<file path="config.mk">
export PLATFORM = sky130hd
export DESIGN_NAME = fill_chain_engine
export DESIGN_NICKNAME = d
export VERILOG_FILES = /design/src/rtl/fill_pkg.sv /design/src/rtl/fill_regs.sv /design/src/rtl/fill_desc_store.sv /design/src/rtl/fill_seq.sv /design/src/rtl/fill_chain_engine.sv
export SDC_FILE = /design/constraint.sdc
export NUM_CORES = 1
export LEC_CHECK = 0
export ABC_AREA = 1
export BUFFER_PORTS_ARGS = -buffer_cell sky130_fd_sc_hd__buf_2
export CAP_MARGIN = 15
export CORE_MARGIN = 5
export CORE_UTILIZATION = 45
export DETAILED_ROUTE_END_ITERATION = 12
export PLACE_DENSITY_LB_ADDON = 0.15
export SLEW_MARGIN = 20
export SYNTH_ARGS = -nofsm -noshare
export SYNTH_HDL_FRONTEND = slang
export SYNTH_SLANG_ARGS = --single-unit
</file>
<file path="constraint.sdc">
create_clock -name clk -period 3.6 [get_ports clk]
set_clock_uncertainty 0.15 [all_clocks]
set_input_delay 0.72 -clock clk [delete_from_list [all_inputs] [get_ports clk]]
set_output_delay 0.72 -clock clk [all_outputs]
set_load 0.005 [all_outputs]
</file>
<file path="src/rtl/fill_pkg.sv">
package fill_pkg;
  localparam int WORD_W     = 32;
  localparam int DESC_WORDS = 8;
  localparam int IDX_W      = $clog2(DESC_WORDS);
  localparam int REG_AW     = 4;

  // descriptor word positions (walked by the fetch counter)
  localparam int IDX_NEXT = 0;
  localparam int IDX_FILL = 1;
  localparam int IDX_DST  = 5;
  localparam int IDX_CNT  = 6;
  localparam int IDX_CTRL = 7;

  localparam int CTRL_WEN    = 31;
  localparam int CTRL_CMD_LO = 1;
  localparam int CTRL_CMD_HI = CTRL_CMD_LO + 2;
  localparam logic [2:0] CMD_FILL = 3'd2;

  localparam int STAT_ERR  = 5;
  localparam int STAT_BUSY = 10;

  localparam logic [REG_AW-1:0] OFS_CTRL = 4'h0;
  localparam logic [REG_AW-1:0] OFS_STAT = 4'h4;
  localparam logic [REG_AW-1:0] OFS_BASE = 4'hC;

  typedef enum logic [1:0] {ST_IDLE, ST_FETCH, ST_CHECK, ST_FILL} seq_state_t;

  typedef struct packed {
    logic [WORD_W-1:0] next;
    logic [WORD_W-1:0] fill;
    logic [WORD_W-1:0] dst;
    logic [WORD_W-1:0] cnt;
    logic [WORD_W-1:0] ctrl;
  } desc_t;
endpackage

</file>
<file path="src/rtl/fill_regs.sv">
module fill_regs
  import fill_pkg::*;
(
  input  logic              clk,
  input  logic              rst_n,
  input  logic              reg_we,
  input  logic [REG_AW-1:0] reg_addr,
  input  logic [WORD_W-1:0] reg_wdata,
  output logic [WORD_W-1:0] reg_rdata,
  input  logic              busy,
  input  logic              err_set,
  output logic              start,
  output logic              stop,
  output logic [WORD_W-1:0] base,
  output logic              err_flag
);
  logic [WORD_W-1:0] base_q;
  logic              err_q;
  logic              wr_ctrl, wr_stat, wr_base;

  assign wr_ctrl = reg_we && (reg_addr == OFS_CTRL);
  assign wr_stat = reg_we && (reg_addr == OFS_STAT);
  assign wr_base = reg_we && (reg_addr == OFS_BASE);

  assign start = wr_ctrl &&  reg_wdata[0] && !busy;
  assign stop  = wr_ctrl && !reg_wdata[0];

  always_ff @(posedge clk) begin
    if (!rst_n) begin
      base_q <= '0;
      err_q  <= 1'b0;
    end else begin
      if (wr_base) base_q <= reg_wdata;
      if (err_set)
        err_q <= 1'b1;
      else if (wr_stat && reg_wdata[STAT_ERR])
        err_q <= 1'b0;
    end
  end

  always_comb begin
    reg_rdata = '0;
    case (reg_addr)
      OFS_CTRL: reg_rdata[0] = busy;
      OFS_STAT: begin
        reg_rdata[STAT_BUSY] = busy;
        reg_rdata[STAT_ERR]  = err_q;
      end
      OFS_BASE: reg_rdata = base_q;
      default:  reg_rdata = '0;
    endcase
  end

  assign base     = base_q;
  assign err_flag = err_q;
endmodule

</file>
<file path="src/rtl/fill_desc_store.sv">
module fill_desc_store
  import fill_pkg::*;
(
  input  logic              clk,
  input  logic              rst_n,
  input  logic              cap_en,
  input  logic [IDX_W-1:0]  cap_idx,
  input  logic [WORD_W-1:0] cap_word,
  output desc_t             desc
);
  logic [WORD_W-1:0] words [DESC_WORDS];

  // only the fields the sequencer consumes get flops; source words 2..4 are dropped
  for (genvar i = 0; i < DESC_WORDS; i++) begin : g_word
    if (i == IDX_NEXT || i == IDX_FILL || i == IDX_DST || i == IDX_CNT || i == IDX_CTRL) begin : g_keep
      logic [WORD_W-1:0] q;
      always_ff @(posedge clk) begin
        if (!rst_n)
          q <= '0;
        else if (cap_en && (cap_idx == IDX_W'(i)))
          q <= cap_word;
      end
      assign words[i] = q;
    end else begin : g_drop
      assign words[i] = '0;
    end
  end

  assign desc.next = words[IDX_NEXT];
  assign desc.fill = words[IDX_FILL];
  assign desc.dst  = words[IDX_DST];
  assign desc.cnt  = words[IDX_CNT];
  assign desc.ctrl = words[IDX_CTRL];
endmodule

</file>
<file path="src/rtl/fill_seq.sv">
module fill_seq
  import fill_pkg::*;
(
  input  logic              clk,
  input  logic              rst_n,
  input  logic              start,
  input  logic              stop,
  input  logic [WORD_W-1:0] base_in,
  input  desc_t             desc,
  input  logic              mem_ready,
  input  logic              mem_err,
  output logic              mem_valid,
  output logic              mem_write,
  output logic [WORD_W-1:0] mem_addr,
  output logic [WORD_W-1:0] mem_wdata,
  output logic              cap_en,
  output logic [IDX_W-1:0]  cap_idx,
  output logic              busy,
  output logic              err_set
);
  localparam int LEFT_W = WORD_W - 2;

  seq_state_t        st, st_nx;
  logic [IDX_W-1:0]  widx;
  logic [WORD_W-1:0] fetch_ptr, dst_ptr, next_ptr;
  logic [LEFT_W-1:0] left;
  logic              stop_pend, stop_now, hs;
  logic              bad_desc, do_fill, chain_end, last_word, last_beat;
  logic              unused_bits;

  assign hs        = mem_valid && mem_ready;
  assign stop_now  = stop || stop_pend;
  assign bad_desc  = (desc.ctrl[CTRL_CMD_HI:CTRL_CMD_LO] != CMD_FILL) ||
                     (desc.cnt[1:0] != 2'b00) || (desc.dst[1:0] != 2'b00);
  assign do_fill   = desc.ctrl[CTRL_WEN] && (desc.cnt[WORD_W-1:2] != '0);
  assign chain_end = (desc.next == '0);
  assign next_ptr  = {desc.next[WORD_W-1:2], 2'b00};
  assign last_word = (widx == IDX_W'(DESC_WORDS - 1));
  assign last_beat = (left == LEFT_W'(1));
  assign unused_bits = ^{desc.ctrl[WORD_W-2:CTRL_CMD_HI+1], desc.ctrl[0], base_in[1:0]};

  always_comb begin
    st_nx   = st;
    err_set = 1'b0;
    case (st)
      ST_IDLE:  if (start) st_nx = ST_FETCH;
      ST_FETCH: if (hs) begin
        if (mem_err) begin
          err_set = 1'b1;
          st_nx   = ST_IDLE;
        end else if (stop_now) st_nx = ST_IDLE;
        else if (last_word)    st_nx = ST_CHECK;
      end
      ST_CHECK: begin
        if (stop_now) st_nx = ST_IDLE;
        else if (bad_desc) begin
          err_set = 1'b1;
          st_nx   = ST_IDLE;
        end else if (do_fill)  st_nx = ST_FILL;
        else if (chain_end)    st_nx = ST_IDLE;
        else                   st_nx = ST_FETCH;
      end
      ST_FILL: if (hs) begin
        if (mem_err) begin
          err_set = 1'b1;
          st_nx   = ST_IDLE;
        end else if (stop_now) st_nx = ST_IDLE;
        else if (last_beat)    st_nx = chain_end ? ST_IDLE : ST_FETCH;
      end
      default: st_nx = ST_IDLE;
    endcase
  end

  always_ff @(posedge clk) begin
    if (!rst_n) begin
      st        <= ST_IDLE;
      widx      <= '0;
      fetch_ptr <= '0;
      dst_ptr   <= '0;
      left      <= '0;
      stop_pend <= 1'b0;
    end else begin
      st        <= st_nx;
      stop_pend <= (st_nx != ST_IDLE) && stop_now;
      case (st)
        ST_IDLE: if (start) begin
          fetch_ptr <= {base_in[WORD_W-1:2], 2'b00};
          widx      <= '0;
        end
        ST_FETCH: if (hs && !mem_err) widx <= last_word ? '0 : widx + 1'b1;
        ST_CHECK: begin
          dst_ptr <= desc.dst;
          left    <= desc.cnt[WORD_W-1:2];
          if (!do_fill) begin
            fetch_ptr <= next_ptr;
            widx      <= '0;
          end
        end
        ST_FILL: if (hs) begin
          dst_ptr <= dst_ptr + WORD_W'(4);
          left    <= left - 1'b1;
          if (last_beat) begin
            fetch_ptr <= next_ptr;
            widx      <= '0;
          end
        end
        default: ;
      endcase
    end
  end

  assign mem_valid = (st == ST_FETCH) || (st == ST_FILL);
  assign mem_write = (st == ST_FILL);
  assign mem_addr  = (st == ST_FILL) ? dst_ptr
                   : fetch_ptr + {{(WORD_W-IDX_W-2){1'b0}}, widx, 2'b00};
  assign mem_wdata = (st == ST_FILL) ? desc.fill : '0;
  assign cap_en    = (st == ST_FETCH) && hs && !mem_err;
  assign cap_idx   = widx;
  assign busy      = (st != ST_IDLE);
endmodule

</file>
<file path="src/rtl/fill_chain_engine.sv">
module fill_chain_engine
  import fill_pkg::*;
(
  input  logic              clk,
  input  logic              rst_n,
  input  logic              reg_we,
  input  logic [REG_AW-1:0] reg_addr,
  input  logic [WORD_W-1:0] reg_wdata,
  output logic [WORD_W-1:0] reg_rdata,
  output logic              mem_valid,
  input  logic              mem_ready,
  output logic              mem_write,
  output logic [WORD_W-1:0] mem_addr,
  output logic [WORD_W-1:0] mem_wdata,
  input  logic [WORD_W-1:0] mem_rdata,
  input  logic              mem_err
);
  logic              busy_w, err_set_w, start_w, stop_w, err_flag_w, cap_en_w;
  logic [WORD_W-1:0] base_w;
  logic [IDX_W-1:0]  cap_idx_w;
  desc_t             desc_w;

  fill_regs u_regs (
    .clk, .rst_n, .reg_we, .reg_addr, .reg_wdata, .reg_rdata,
    .busy(busy_w), .err_set(err_set_w), .start(start_w), .stop(stop_w),
    .base(base_w), .err_flag(err_flag_w)
  );

  fill_desc_store u_store (
    .clk, .rst_n, .cap_en(cap_en_w), .cap_idx(cap_idx_w),
    .cap_word(mem_rdata), .desc(desc_w)
  );

  fill_seq u_seq (
    .clk, .rst_n, .start(start_w), .stop(stop_w), .base_in(base_w),
    .desc(desc_w), .mem_ready, .mem_err, .mem_valid, .mem_write,
    .mem_addr, .mem_wdata, .cap_en(cap_en_w), .cap_idx(cap_idx_w),
    .busy(busy_w), .err_set(err_set_w)
  );
endmodule

</file>
==> Word level (Yosys, flattened, before mapping) <==
Index checks and enable logic that the tools add are counted.
{ "totals": {"regBits": 293, "inputBits": 73, "out_inout_bits": 98, "word_cells": 119} }
{ "op_classes": {"n_addsub": 4, "eq_ne": 16, "muxes": 45, "n_reduce_logical": 41} }
{ "op_table": {"columns": ["cell", "n"], "rows": [
  ["$mux 32", 7],
  ["$pmux 32 s3", 1],
  ["$pmux 32 s2", 1],
  ["$pmux 30 s2", 1],
  ["$add 32x3->32 const B", 1],
  ["$add 32x5->32", 1],
  ["$logic_not 32->1", 1],
  ["$eq 30x1->1 const B", 1],
  ["$mux 30", 1],
  ["$reduce_bool 30->1", 1],
  ["$sub 30x1->30 const B", 1],
  ["$mux 2", 12],
  ["$mux 21", 1],
  ["$logic_and 1x1->1", 18],
  ["$mux 3", 6],
  ["$pmux 3 s4", 1],
  ["$reduce_bool 2->1", 6],
  ["$reduce_and 5->1", 2],
  ["$eq 3x3->1 const B", 3],
  ["$mux 4", 2],
  ["$pmux 1 s2", 4],
  ["$pmux 2 s4", 1],
  ["$mux 1", 7],
  ["$ne 2x1->1 const B", 3],
  ["other kinds (16)", 23]
]} }

==> Depth between registers and ports, before layout <==
Gate-level depths: netlist of the first run.
{ "depth": {"word_depth": 10, "ltp_mapped": 14, "depth_no_buf": 14} }

==> Cells and area by module <==
From an unflattened synthesis of the first run, not the netlist that was laid out.
{ "unflattened": {"hier_cells": 2507, "hier_area_um2": 15576.2} }
{ "modules_own_cells": {"columns": ["mod", "instances", "cells_per_inst", "area_per_inst_um2", "seq_area_each_um2"], "rows": [
  ["fill_seq", 1, 1334, 7632.3, 1961.9],
  ["fill_desc_store", 1, 914, 6364.9, 3203.1],
  ["fill_regs", 1, 259, 1579.0, 660.6]
]} }

==> Worst setup path after synthesis of the first run <==
No wires, ideal clock.
{ "synth_timing": {"path_kind": "reg2out", "start": "reg u_seq.widx[0] (netlist: u_seq.cap_idx[0])", "end": "out mem_addr[28]", "arrival_time_ns": 1.965, "required_time_ns": 2.730, "slack_ns": 0.765, "path_stages_with_launch": 15, "path_buffers": 0, "path_cell_list": "dfxtp_1 ha_1 inv_1 fa_1 inv_1 nand2_1 nand2_1 nand2_1 nor2_1 inv_1 nor2_1 nand3_1 nor2_1 nand2_1 a31oi_1"} }
{ "synth_between": {"elab_chain_cells": 2} }
{ "synth_rtl": {"columns": ["element", "line", "text"], "rows": [
  ["start, declared", "fill_seq.sv:24", "logic [IDX_W-1:0] widx;"],
  ["start signal, assigned", "fill_seq.sv:90", "ST_FETCH: if (hs && !mem_err) widx <= last_word ? '0 : widx + 1'b1;"],
  ["$add 32x5->32", "fill_seq.sv:115", ": fetch_ptr + {{(WORD_W-IDX_W-2){1'b0}}, widx, 2'b00};"],
  ["$mux 32", "fill_seq.sv:114", "assign mem_addr = (st == ST_FILL) ? dst_ptr"],
  ["end, declared", "fill_chain_engine.sv:13", "output logic [WORD_W-1:0] mem_addr,"]
]} }
Every way passes these cells.

==> Worst setup path after layout of the first run <==
Ends and elaborated chain as after synthesis.

==> results of run 1 <==
[what timing repair did]
| item | in CTS | in global routing |
|---|---|---|
| buffers inserted | 0 | 2 |
| resized for setup | 14 | 21 |
| setup endpoints to repair | 8 | 17 |
| pin swaps | 2 | 9 |
[registers in the layout, indices dropped and copies added (netlist names)]
register and cells:
u_store.g_word.g_keep.q 132, u_regs.base 32, u_seq.dst_ptr 32, u_seq.fetch_ptr 30, u_seq.left 30, u_seq.cap_idx 3, u_seq.st 2, u_regs.err_flag 1
u_seq.stop_pend 1
[routing by layer]
metal,vias to the layer above,track usage (%),wire (um)
met5,-,0,13
met4,2,6.84,1270
met3,75,4.07,3230
met2,449,38.2,19700
met1,6217,38.5,21000
li1,6835,-,-
[how the worst max path moves through the flow]
stage / end / slack (ns) / start
2_1_floorplan: mem_addr[28] / 0.76 / u_seq.cap_idx[0]$_SDFFE_PN0P_
3_3_place_gp: mem_addr[28] / 0.28 / u_seq.cap_idx[0]$_SDFFE_PN0P_
3_5_place_dp: mem_addr[28] / 0.30 / u_seq.cap_idx[0]$_SDFFE_PN0P_
4_1_cts: mem_addr[28] / -0.009 / u_seq.cap_idx[0]$_SDFFE_PN0P_
5_1_grt: mem_addr[28] / -0.01 / u_seq.cap_idx[0]$_SDFFE_PN0P_
6_report: mem_addr[28] / 0.11 / u_seq.cap_idx[0]$_SDFFE_PN0P_
[logic make-up (layout without fill, tap and decap cells)]
family / after synthesis / count (layout) / share of synthesized area [%]
simple gates: 718 / 718 / 22.9
compound gates: 608 / 608 / 24.1
buf+inv: 394 / 524 / 11.9
flops: 263 / 263 / 38.0
xor+xnor: 29 / 29 / 1.84
fa+ha+maj: 12 / 12 / 1.14
[cell type report]
| class | count | area (um2) | area share (%) |
|---|---|---|---|
| clock buffers | 45 | 918 | 5.78 |
| clock inverters | 8 | 65.1 | 0.410 |
| inverters | 279 | 1050 | 6.64 |
| multi-input cells | 1367 | 7040 | 44.3 |
| flip-flops and latches | 263 | 5270 | 33.2 |
| well taps | 396 | 495 | 3.12 |
| repair buffers | 192 | 1030 | 6.49 |
[layout by cell type (no fill, tap or decap), types with 14 or more instances in the layout]
cell type    n
a21oi_2     31
buf_2      169
clkbuf_16   31
o21a_1      33
buf_4       22
nand2_2     18
o21ai_0    254
nor2_1     220
nand2_1    281
o21ai_1     19
nand4_1     22
nor2_4      14
nand3_1     90
nor3_1      33
inv_1      264
dfxtp_1    258
a21oi_1    232
xor2_1      25
[worst max-delay path, delay by kind of cell, from the launching register on]
kind / cells / cell delay, ns
simple gates: 6 / 0.61
fa+ha+maj: 2 / 0.48
flops: 1 / 0.37
buf+inv: 4 / 0.32
compound gates: 2 / 0.28
[through the flow]
step,instances,cell area [um2]
after global placement,2495,14800
after global routing,2550,15900
after floorplan,2024,13800
final,2550,15900
after CTS,2548,15800
after detailed placement,2495,14800
[where the power goes]
part	total (mW)	internal [mW]	switching, mW
clock	3.03	1.81	1.21
sequential	2.94	2.93	0.0129
combinational	0.295	0.0869	0.208
==> metrics.md, run 1 <==
| Metric | Value |
|---|---|
| Number of enable flip-flop cells after synthesis | 0 |
| Final Max Slew Viols | 0 |
| Longest Clk Path Bufs | 3 |
| RR Startpoint | u_seq.st[0]$_SDFF_PN0_ |
| R2R cell count | 7 |
| Chip width | 185 um |
| Clock transition at path regs | 0.06 ns |
| Layout cells sized above 1 | approximately 17% |
| Syn Inst Count | just over 2000 |
| Max incr delay on CP | 0.37 ns |
| Synth cell count leaders | nand2_1, inv_1, dfxtp_1, o21ai_0, a21oi_1 |
| Io pins | 171 |
| Die Ht | between 150 and 200 um |
| WHS | 0.294 ns |
| Initial antenna violation count | 1 |
| Die ar. | about 34000 um2 |
| Antenna cells | 0 |
| Post-synth net total | between 2000 and 2500 |
| Final worst path period share | between 90 and 100% |
| Final setup viols | 0 |
| Overall Power | between 6 and 7 mW |
| Register area share after synthesis | 38.0% |
| CP Class | reg -> out |
| Synth top area share | a little under two fifths |
| Dominant synthesized flop cell | dfxtp_1 |
| Clk sinks | around 260 |
| WP data required | 2.73 ns |
| CTS tree | built |
| Hold Crit Class | reg -> reg |
| Hold path startpoint | u_store.g_word[5].g_keep.q[9]$_SDFFE_PN0P_ |
| Max IR drop VDD | between 300 and 400 uV |
| Slowest cell on crit path | dfxtp_4 |
| WHS Endpoint | u_store.g_word[5].g_keep.q[9]$_SDFFE_PN0P_ |
| GRT Total Usage | between 20% and 30% |
| Number of global-route vias before repair | 12400 |
| Crit path time final | between 3 and 4 ns |
| CP startpoint kind | flop |
| Root buffer cell | clkbuf_16 |
| Max Cap Viol | 0 |
| Slew Limit Headroom | 37.8% |
| Core area | a little over 30000 um2 |
| Post-place setup slack | ~0.30 ns |
| Antenna Nets Post-Route | 0 |
| Row cnt | 64 |
| Yosys reg bits | 263 |
| Critical path cell sequence | ha_4 -> inv_1 -> fa_2 -> inv_2 -> nand2_2 -> nand2_4 -> nand2_4 -> nor2_4 -> inv_2 -> nor2_4 -> nand3_4 -> o21ai_0 -> a31oi_1 -> buf_2 |
| Area grow syn2layout | 14.7% |
| Starting DRT DRC Count | 1308 |
| Most numerous cell in the Yosys netlist | nand2_1 |
| Vias | 13600 |
| Routed WL per cell | approximately 18 um |
| CTS Hold Bufs | 0 |
| Cts bufs inserted | 30 |
| Setup TNS | 0 ns |
| Synth Area per Inst | 6.84 um2 |
| Post-route setup slack | ~0.11 ns |
| Largest net degree at the start of global routing | 110 |
| Unique cell type count in the Yosys netlist | 50 |
| Largest cells by area after synthesis | dfxtp_1, o21ai_0, a21oi_1 |
| Mapped Area | around 14000 um2 |
| Dpl hpwl | about 33000 um |
| R2R Setup Slk | between 0.7 and 0.8 ns |
| H-tree depth | 1 |
| Final nets | 2218 |
| DRC | 0 |
| CP endpoint kind | primary output |
| Port buffer count | 170 |
| Dominant cell type by area after synthesis | dfxtp_1 |
| Global-route wire length before repair | about 70000 um |
| Status | finished, final reports clean |
| Final Wtd Congestion | approximately 0.96 |
| Worst-margin pin slew | ~0.93 ns |
| Async set-reset flop share out of synthesis | 0% |
| Worst-path fanout max | 4 |
| Ys Warns | 0 |
| FILL cells | between 3000 and 4000 |
| Worst-skew pair later-pin latency | ~0.55 ns |
| Initial Util | between 40% and 50% |
| Vias per inst | around 5.3 |
| Fin. Hold Viols | 0 |
| Gr ovfl total | 0 |
| WHS Path Cells | 2 |
| Pwr Density | 395 nW/um2 |
| Post-layout util | between 50% and 60% |
| Pleak | about 6.2 nW |
| Crit path DAT | around 2.6 ns |
| Total Wirelength | ~45000 um |
| Critical R2R Capture | u_seq.dst_ptr[9]$_SDFFE_PN0P_ |
| Fmax | between 200 and 300 MHz |
| DRT Pass-1 Iters | 5 |
No activity file was read; power rests on OpenSTA's default activity.
==> run 2, diff against run 1 <==
--- a/config.mk
+++ b/config.mk
@@ -10,6 +10,7 @@
 export CAP_MARGIN = 15
 export CORE_MARGIN = 5
 export CORE_UTILIZATION = 45
+export CTS_BUF_LIST = sky130_fd_sc_hd__clkbuf_16
 export DETAILED_ROUTE_END_ITERATION = 12
 export PLACE_DENSITY_LB_ADDON = 0.15
 export SLEW_MARGIN = 20
==> metrics.md, run 2 (same netlist as run 1, synthesis figures left out) <==
| Metric | Value |
|---|---|
| Status | finished, final reports clean (unchanged) |
| Most frequent cells in the layout | nand2_1, inv_1, dfxtp_1 (unchanged) |
| Max FFs per register | 132 (unchanged) |
| Slew Limit Headroom | 37.7% (was 37.8%) |
| Io pins | 171 (unchanged) |
| Final setup viols | 0 (unchanged) |
| Pleak | 6.17 nW (was 6.22 nW) |
| Cts bufs inserted | 30 (unchanged) |
| Antenna Nets Post-Route | 0 (unchanged) |
| CTS tree | built (unchanged) |
| Worst-path fanout max | 4 (unchanged) |
| Largest net degree at the start of global routing | 110 (unchanged) |
| CP Class | reg -> out (unchanged) |
| Critical path cell sequence | ha_4 -> inv_1 -> fa_2 -> inv_2 -> nand2_2 -> nand2_2 -> nand2_4 -> nor2_4 -> inv_2 -> nor2_4 -> nand3_4 -> o21ai_0 -> a31oi_1 -> buf_2 (was ha_4 -> inv_1 -> fa_2 -> inv_2 -> nand2_2 -> nand2_4 -> nand2_4 -> nor2_4 -> inv_2 -> nor2_4 -> nand3_4 -> o21ai_0 -> a31oi_1 -> buf_2) |
| Die ar. | 34400 um2 (unchanged) |
| Final Wtd Congestion | 0.962 (unchanged) |
| Biggest register | u_store.g_word.g_keep.q (unchanged) |
| Worst-margin pin slew | 0.934 ns (about the same) |
| Pwr Density | 384 nW/um2 (was 395 nW/um2) |
| WHS | 0.296 ns (was 0.294 ns) |
| Initial Util | 45.4% (unchanged) |
| Max incr delay on CP | 0.37 ns (about the same) |
| CP startpoint kind | flop (unchanged) |
| DRT Pass-1 Iters | 6 (was 5) |
| Layout cells sized above 1 | 16.2% (was 16.6%) |
| Die Ht | 185 um (unchanged) |
| Number of global-route vias before repair | 12400 (about the same) |
| Starting DRT DRC Count | 1254 (was 1308) |
| GRT Total Usage | 25.6% (about the same) |
| Fmax | 287 MHz (about the same) |
| Root buffer cell | clkbuf_16 (unchanged) |
| Final worst path period share | 96.8% (was 96.9%) |
| Hold Crit Class | reg -> reg (unchanged) |
| Port buffer count | 170 (unchanged) |
| Global-route wire length before repair | 70000 um (about the same) |
| Core area | 30500 um2 (unchanged) |
| Vias | 13600 (about the same) |
| Commonest non-fill, non-tap cell in the layout | nand2_1 (unchanged) |
| Post-route setup slack | 0.114 ns (was 0.111 ns) |
| Vias per inst | 5.34 (was 5.32) |
| Area grow syn2layout | 14.0% (was 14.7%) |
| Longest Clk Path Bufs | 3 (unchanged) |
| Fin. Hold Viols | 0 (unchanged) |
| Initial antenna violation count | 1 (unchanged) |
| CP endpoint kind | primary output (unchanged) |
| Crit path time final | 3.49 ns (about the same) |
| Final Max Slew Viols | 0 (unchanged) |
| Total Wirelength | 45200 um (about the same) |
| Row cnt | 64 (unchanged) |
| Gr ovfl total | 0 (unchanged) |
| WP data required | 2.73 ns (about the same) |
| Max Cap Viol | 0 (unchanged) |
| Post-place setup slack | 0.299 ns (unchanged) |
| Crit path DAT | 2.62 ns (about the same) |
| Clock transition at path regs | 0.06 ns (about the same) |
| Final nets | 2218 (unchanged) |
| Max IR drop VDD | 329 uV (about the same) |
| H-tree depth | 1 (unchanged) |
| Routed WL per cell | 17.7 um (about the same) |
| DRC | 0 (unchanged) |
| Worst-skew pair later-pin latency | 0.55 ns (about the same) |
| Slowest cell on crit path | dfxtp_4 (unchanged) |
| Clk sinks | 263 (unchanged) |
| Buf/Inv on CP | 4 (unchanged) |
| Dpl hpwl | 32800 um (unchanged) |
| Chip width | 185 um (unchanged) |
| CP top delay family | simple AND/OR/NAND/NOR gates (unchanged) |
[run 2: cell count changes in the layout (fill, tap and decap cells not counted), sizes merged]
cell    before  now
inv        278  283
clkinv       8   17
diode        0    1
clkbuf      45   31
[run 2: report_power, final]
group	leakage (nW)	internal, mW	switching (mW)	total, mW
combinational	3.58	0.0869	0.208	0.295
clock	0.464	1.61	1.21	2.82
sequential	2.12	2.93	0.0129	2.94
total	6.17	4.62	1.43	6.05
[run 2: final timing paths]
path / from / end / slack (ns) / cells after the start
max: u_seq.cap_idx[0]$_SDFFE_PN0P_ / mem_addr[28] / 0.11 / 14
min: u_store.g_word[5].g_keep.q[9]$_SDFFE_PN0P_ / u_store.g_word[5].g_keep.q[9]$_SDFFE_PN0P_ / 0.30 / 2
max reg2reg: u_seq.st[0]$_SDFF_PN0_ / u_seq.dst_ptr[9]$_SDFFE_PN0P_ / 0.74 / 7
min reg2reg: u_store.g_word[5].g_keep.q[9]$_SDFFE_PN0P_ / u_store.g_word[5].g_keep.q[9]$_SDFFE_PN0P_ / 0.30 / 2
[run 2: tightest hold or removal path, delay by kind of cell, from the launching register on]
family          cells  cell delay (ns)
buf+inv             1             0.05
flops               1             0.31
compound gates      1             0.05
[run 2: what timing repair did]
action                     4_1_cts  5_1_grt
hold buffers                     0        0
pin swaps                        2       10
resized for setup               13       23
buffers inserted                 0        2
setup endpoints to repair        8       16
[run 2: routing by layer]
metal | track usage [%] | vias up | part of all wire (%)
met3 | 4.01 | 75 | 7.2
met2 | 38.2 | 459 | 43
li1 | - | 6849 | -
met1 | 38.4 | 6225 | 46
met5 | 0 | - | 0.029
met4 | 6.93 | 2 | 3.0
[run 2: final cells by class]
cell class                      count  area (um2)
Fill cell                        3122       14700
Multi-Input combinational cell   1367        7030
Sequential cell                   263        5270
Inverter                          279        1050
Timing Repair Buffer              192        1030
Clock buffer                       31         776
Tap cell                          396         495
Clock inverter                     22         118
Antenna cell                        1        2.50
[run 2: through the flow]
step | cells | power (mW) | area [um2] | util [%] | TNS (ns)
floorplan | 2024 | 3.15 | 13800 | - | 0
global placement | 2495 | 3.30 | 14800 | 48.4 | 0
detailed placement | 2495 | 3.30 | 14800 | 48.4 | 0
CTS | 2548 | 6.09 | 15700 | 51.5 | -0.00672
global route | 2550 | 6.26 | 15800 | 51.7 | -0.0219
finish | 2551 | 6.05 | 15800 | 51.7 | 0
==> run 3, diff against run 2 <==
--- a/config.mk
+++ b/config.mk
@@ -8,7 +8,7 @@
 export ABC_AREA = 1
 export BUFFER_PORTS_ARGS = -buffer_cell sky130_fd_sc_hd__buf_2
 export CAP_MARGIN = 15
-export CORE_MARGIN = 5
+export CORE_MARGIN = 1
 export CORE_UTILIZATION = 45
 export CTS_BUF_LIST = sky130_fd_sc_hd__clkbuf_16
 export DETAILED_ROUTE_END_ITERATION = 12
==> metrics.md, run 3 (same netlist as run 1, synthesis figures left out) <==
| Metric | Value |
|---|---|
| Status | finished, final reports clean (unchanged) |
| WHS Endpoint | u_regs.base[14]$_SDFFE_PN0P_ (was u_store.g_word[5].g_keep.q[9]$_SDFFE_PN0P_) |
| CP startpoint kind | flop (unchanged) |
| Cts bufs inserted | 30 (unchanged) |
| WP data required | 2.73 ns (about the same) |
| Chip width | 177 um (was 185 um) |
| Io pins | 171 (unchanged) |
| Slowest cell on crit path | dfxtp_2 (was dfxtp_4) |
| H-tree depth | 1 (unchanged) |
| Post-route setup slack | 0.116 ns (was 0.114 ns) |
| Hold path startpoint | reg_wdata[14] (was u_store.g_word[5].g_keep.q[9]$_SDFFE_PN0P_) |
| Overall Power | 6.40 mW (was 6.05 mW) |
| Total Wirelength | 44100 um (was 45200 um) |
| Worst-skew pair later-pin latency | 0.56 ns (was 0.55 ns) |
| Final Wtd Congestion | 0.953 (was 0.962) |
| Commonest non-fill, non-tap cell in the layout | nand2_1 (unchanged) |
| Placed insts | 2486 (was 2495) |
| Critical path cell sequence | ha_2 -> inv_1 -> fa_2 -> inv_2 -> nand2_2 -> nand2_4 -> nand2_4 -> nor2_4 -> inv_2 -> nor2_4 -> nand3_4 -> nor2_1 -> nand2_1 -> a31oi_1 -> buf_2 (was ha_4 -> inv_1 -> fa_2 -> inv_2 -> nand2_2 -> nand2_2 -> nand2_4 -> nor2_4 -> inv_2 -> nor2_4 -> nand3_4 -> o21ai_0 -> a31oi_1 -> buf_2) |
| Antenna cells | 0 (was 1) |
| Longest Clk Path Bufs | 3 (unchanged) |
| Starting DRT DRC Count | 1189 (was 1254) |
| CP Class | reg -> out (unchanged) |
| RR Startpoint | u_seq.st[0]$_SDFF_PN0_ (unchanged) |
| Pwr Density | 403 nW/um2 (was 384 nW/um2) |
| Worst-margin pin slew | 0.946 ns (was 0.934 ns) |
| Port buffer count | 170 (unchanged) |
| Fin. Hold Viols | 0 (unchanged) |
| Final setup viols | 0 (unchanged) |
| Post-place setup slack | 0.214 ns (was 0.299 ns) |
| Global-route wire length before repair | 67500 um (was 70000 um) |
| Gr ovfl total | 0 (unchanged) |
| Crit path time final | 3.48 ns (was 3.49 ns) |
| Max Cap Viol | 0 (unchanged) |
| Max incr delay on CP | 0.34 ns (was 0.37 ns) |
| Number of global-route vias before repair | 12200 (was 12400) |
| Root buffer cell | clkbuf_16 (unchanged) |
| Biggest register | u_store.g_word.g_keep.q (unchanged) |
| Largest net degree at the start of global routing | 170 (was 110) |
| Max FFs per register | 132 (unchanged) |
| Fmax | 287 MHz (about the same) |
| Most frequent cells in the layout | nand2_1, inv_1, dfxtp_1 (unchanged) |
| Dpl hpwl | 31400 um (was 32800 um) |
| Core area | 30000 um2 (was 30500 um2) |
| WHS Path Cells | 3 (was 2) |
| Vias | 13600 (about the same) |
| Non-filler cells, final | 2542 (was 2551) |
| Die ar. | 31500 um2 (was 34400 um2) |
| Final worst path period share | 96.8% (about the same) |
| Max IR drop VDD | 287 uV (was 329 uV) |
| GRT Total Usage | 27.6% (was 25.6%) |
| Layout cells sized above 1 | 16.2% (about the same) |
| Setup TNS | 0 ns (unchanged) |
| Hold Crit Class | in -> reg (was reg -> reg) |
| CP endpoint kind | primary output (unchanged) |
| Clk sinks | 263 (unchanged) |
| Initial Util | 46.2% (was 45.4%) |
| Pleak | 6.24 nW (was 6.17 nW) |
| Initial antenna violation count | 0 (was 1) |
| Vias per inst | 5.33 (was 5.34) |
| Critical R2R Capture | u_seq.dst_ptr[9]$_SDFFE_PN0P_ (unchanged) |
| Antenna Nets Post-Route | 0 (unchanged) |
| DRT Pass-1 Iters | 5 (was 6) |
| Row cnt | 63 (was 64) |
| Crit path DAT | 2.61 ns (was 2.62 ns) |
| Final nets | 2216 (was 2218) |
| Routed WL per cell | 17.3 um (was 17.7 um) |
| RSZ-0062 raised after global routing | false |
| Area grow syn2layout | 14.7% (was 14.0%) |
| Die Ht | 177 um (was 185 um) |
| FILL cells | 3077 (was 3122) |
| Final Max Slew Viols | 0 (unchanged) |
| Worst-path fanout max | 3 (was 4) |
| CTS tree | built (unchanged) |
| Slew Limit Headroom | 36.7% (was 37.7%) |
| Clock transition at path regs | 0.06 ns (about the same) |
| R2R cell count | 7 (unchanged) |
| R2R Setup Slk | 0.74 ns (about the same) |
| DRC | 0 (unchanged) |
[run 3: final cells by class]
cell class | instances | area (um2) | share of cell area, %
multi-input cells | 1367 | 7010 | 44.2
flip-flops and latches | 263 | 5270 | 33.2
inverters | 279 | 1050 | 6.62
repair buffers | 190 | 1040 | 6.56
clock buffers | 31 | 776 | 4.89
well taps | 390 | 488 | 3.07
clock inverters | 22 | 231 | 1.46
[run 3: power by group]
part           switching (mW)  internal, mW  leakage (nW)
combinational           0.208        0.0881          3.59
clock                    1.25          1.90         0.525
sequential             0.0125          2.93          2.12
total                    1.47          4.92          6.24
[run 3: worst max path at each step]
stage / cells after the start / end / start
finish: 15 / mem_addr[28] / u_seq.fetch_ptr[2]$_SDFFE_PN0P_
global route: 11 / mem_addr[17] / u_seq.cap_idx[2]$_SDFFE_PN0P_
CTS: 15 / mem_addr[28] / u_seq.fetch_ptr[2]$_SDFFE_PN0P_
detailed placement: 15 / mem_addr[28] / u_seq.cap_idx[0]$_SDFFE_PN0P_
global placement: 15 / mem_addr[28] / u_seq.cap_idx[0]$_SDFFE_PN0P_
floorplan: 14 / mem_addr[28] / u_seq.cap_idx[0]$_SDFFE_PN0P_
[run 3: routing by layer]
layer | vias up | part of all wire (%) | track usage (%)
li1 | 6850 | - | -
met4 | 0 | 3.3 | 9.58
met3 | 66 | 5.4 | 3.47
met2 | 394 | 43 | 41.1
met5 | - | 0 | 0.801
met1 | 6248 | 49 | 40.6
[run 3: repair_timing]
item,in CTS,in global routing
endpoints found under the setup margin,5,13
pin swaps,2,3
hold buffers,0,0
setup buffers,2,1
gates resized for setup,11,17
[run 3: worst max-delay path, delay by kind of cell (launching register included)]
| kind | cells | cell delay, ns |
|---|---|---|
| flops | 1 | 0.34 |
| fa+ha+maj | 2 | 0.52 |
| compound gates | 1 | 0.15 |
| buf+inv | 4 | 0.33 |
| simple gates | 8 | 0.75 |
[run 3: metrics by stage]
stage | area (um2) | utilization, % | hold slack [ns]
5_1_grt | 15900 | 53.0 | 0.307
4_1_cts | 15800 | 52.8 | 0.286
2_1_floorplan | 13800 | - | 0.270
6_report | 15900 | 53.0 | 0.296
3_3_place_gp | 14800 | 49.3 | 0.283
3_5_place_dp | 14800 | 49.3 | 0.292
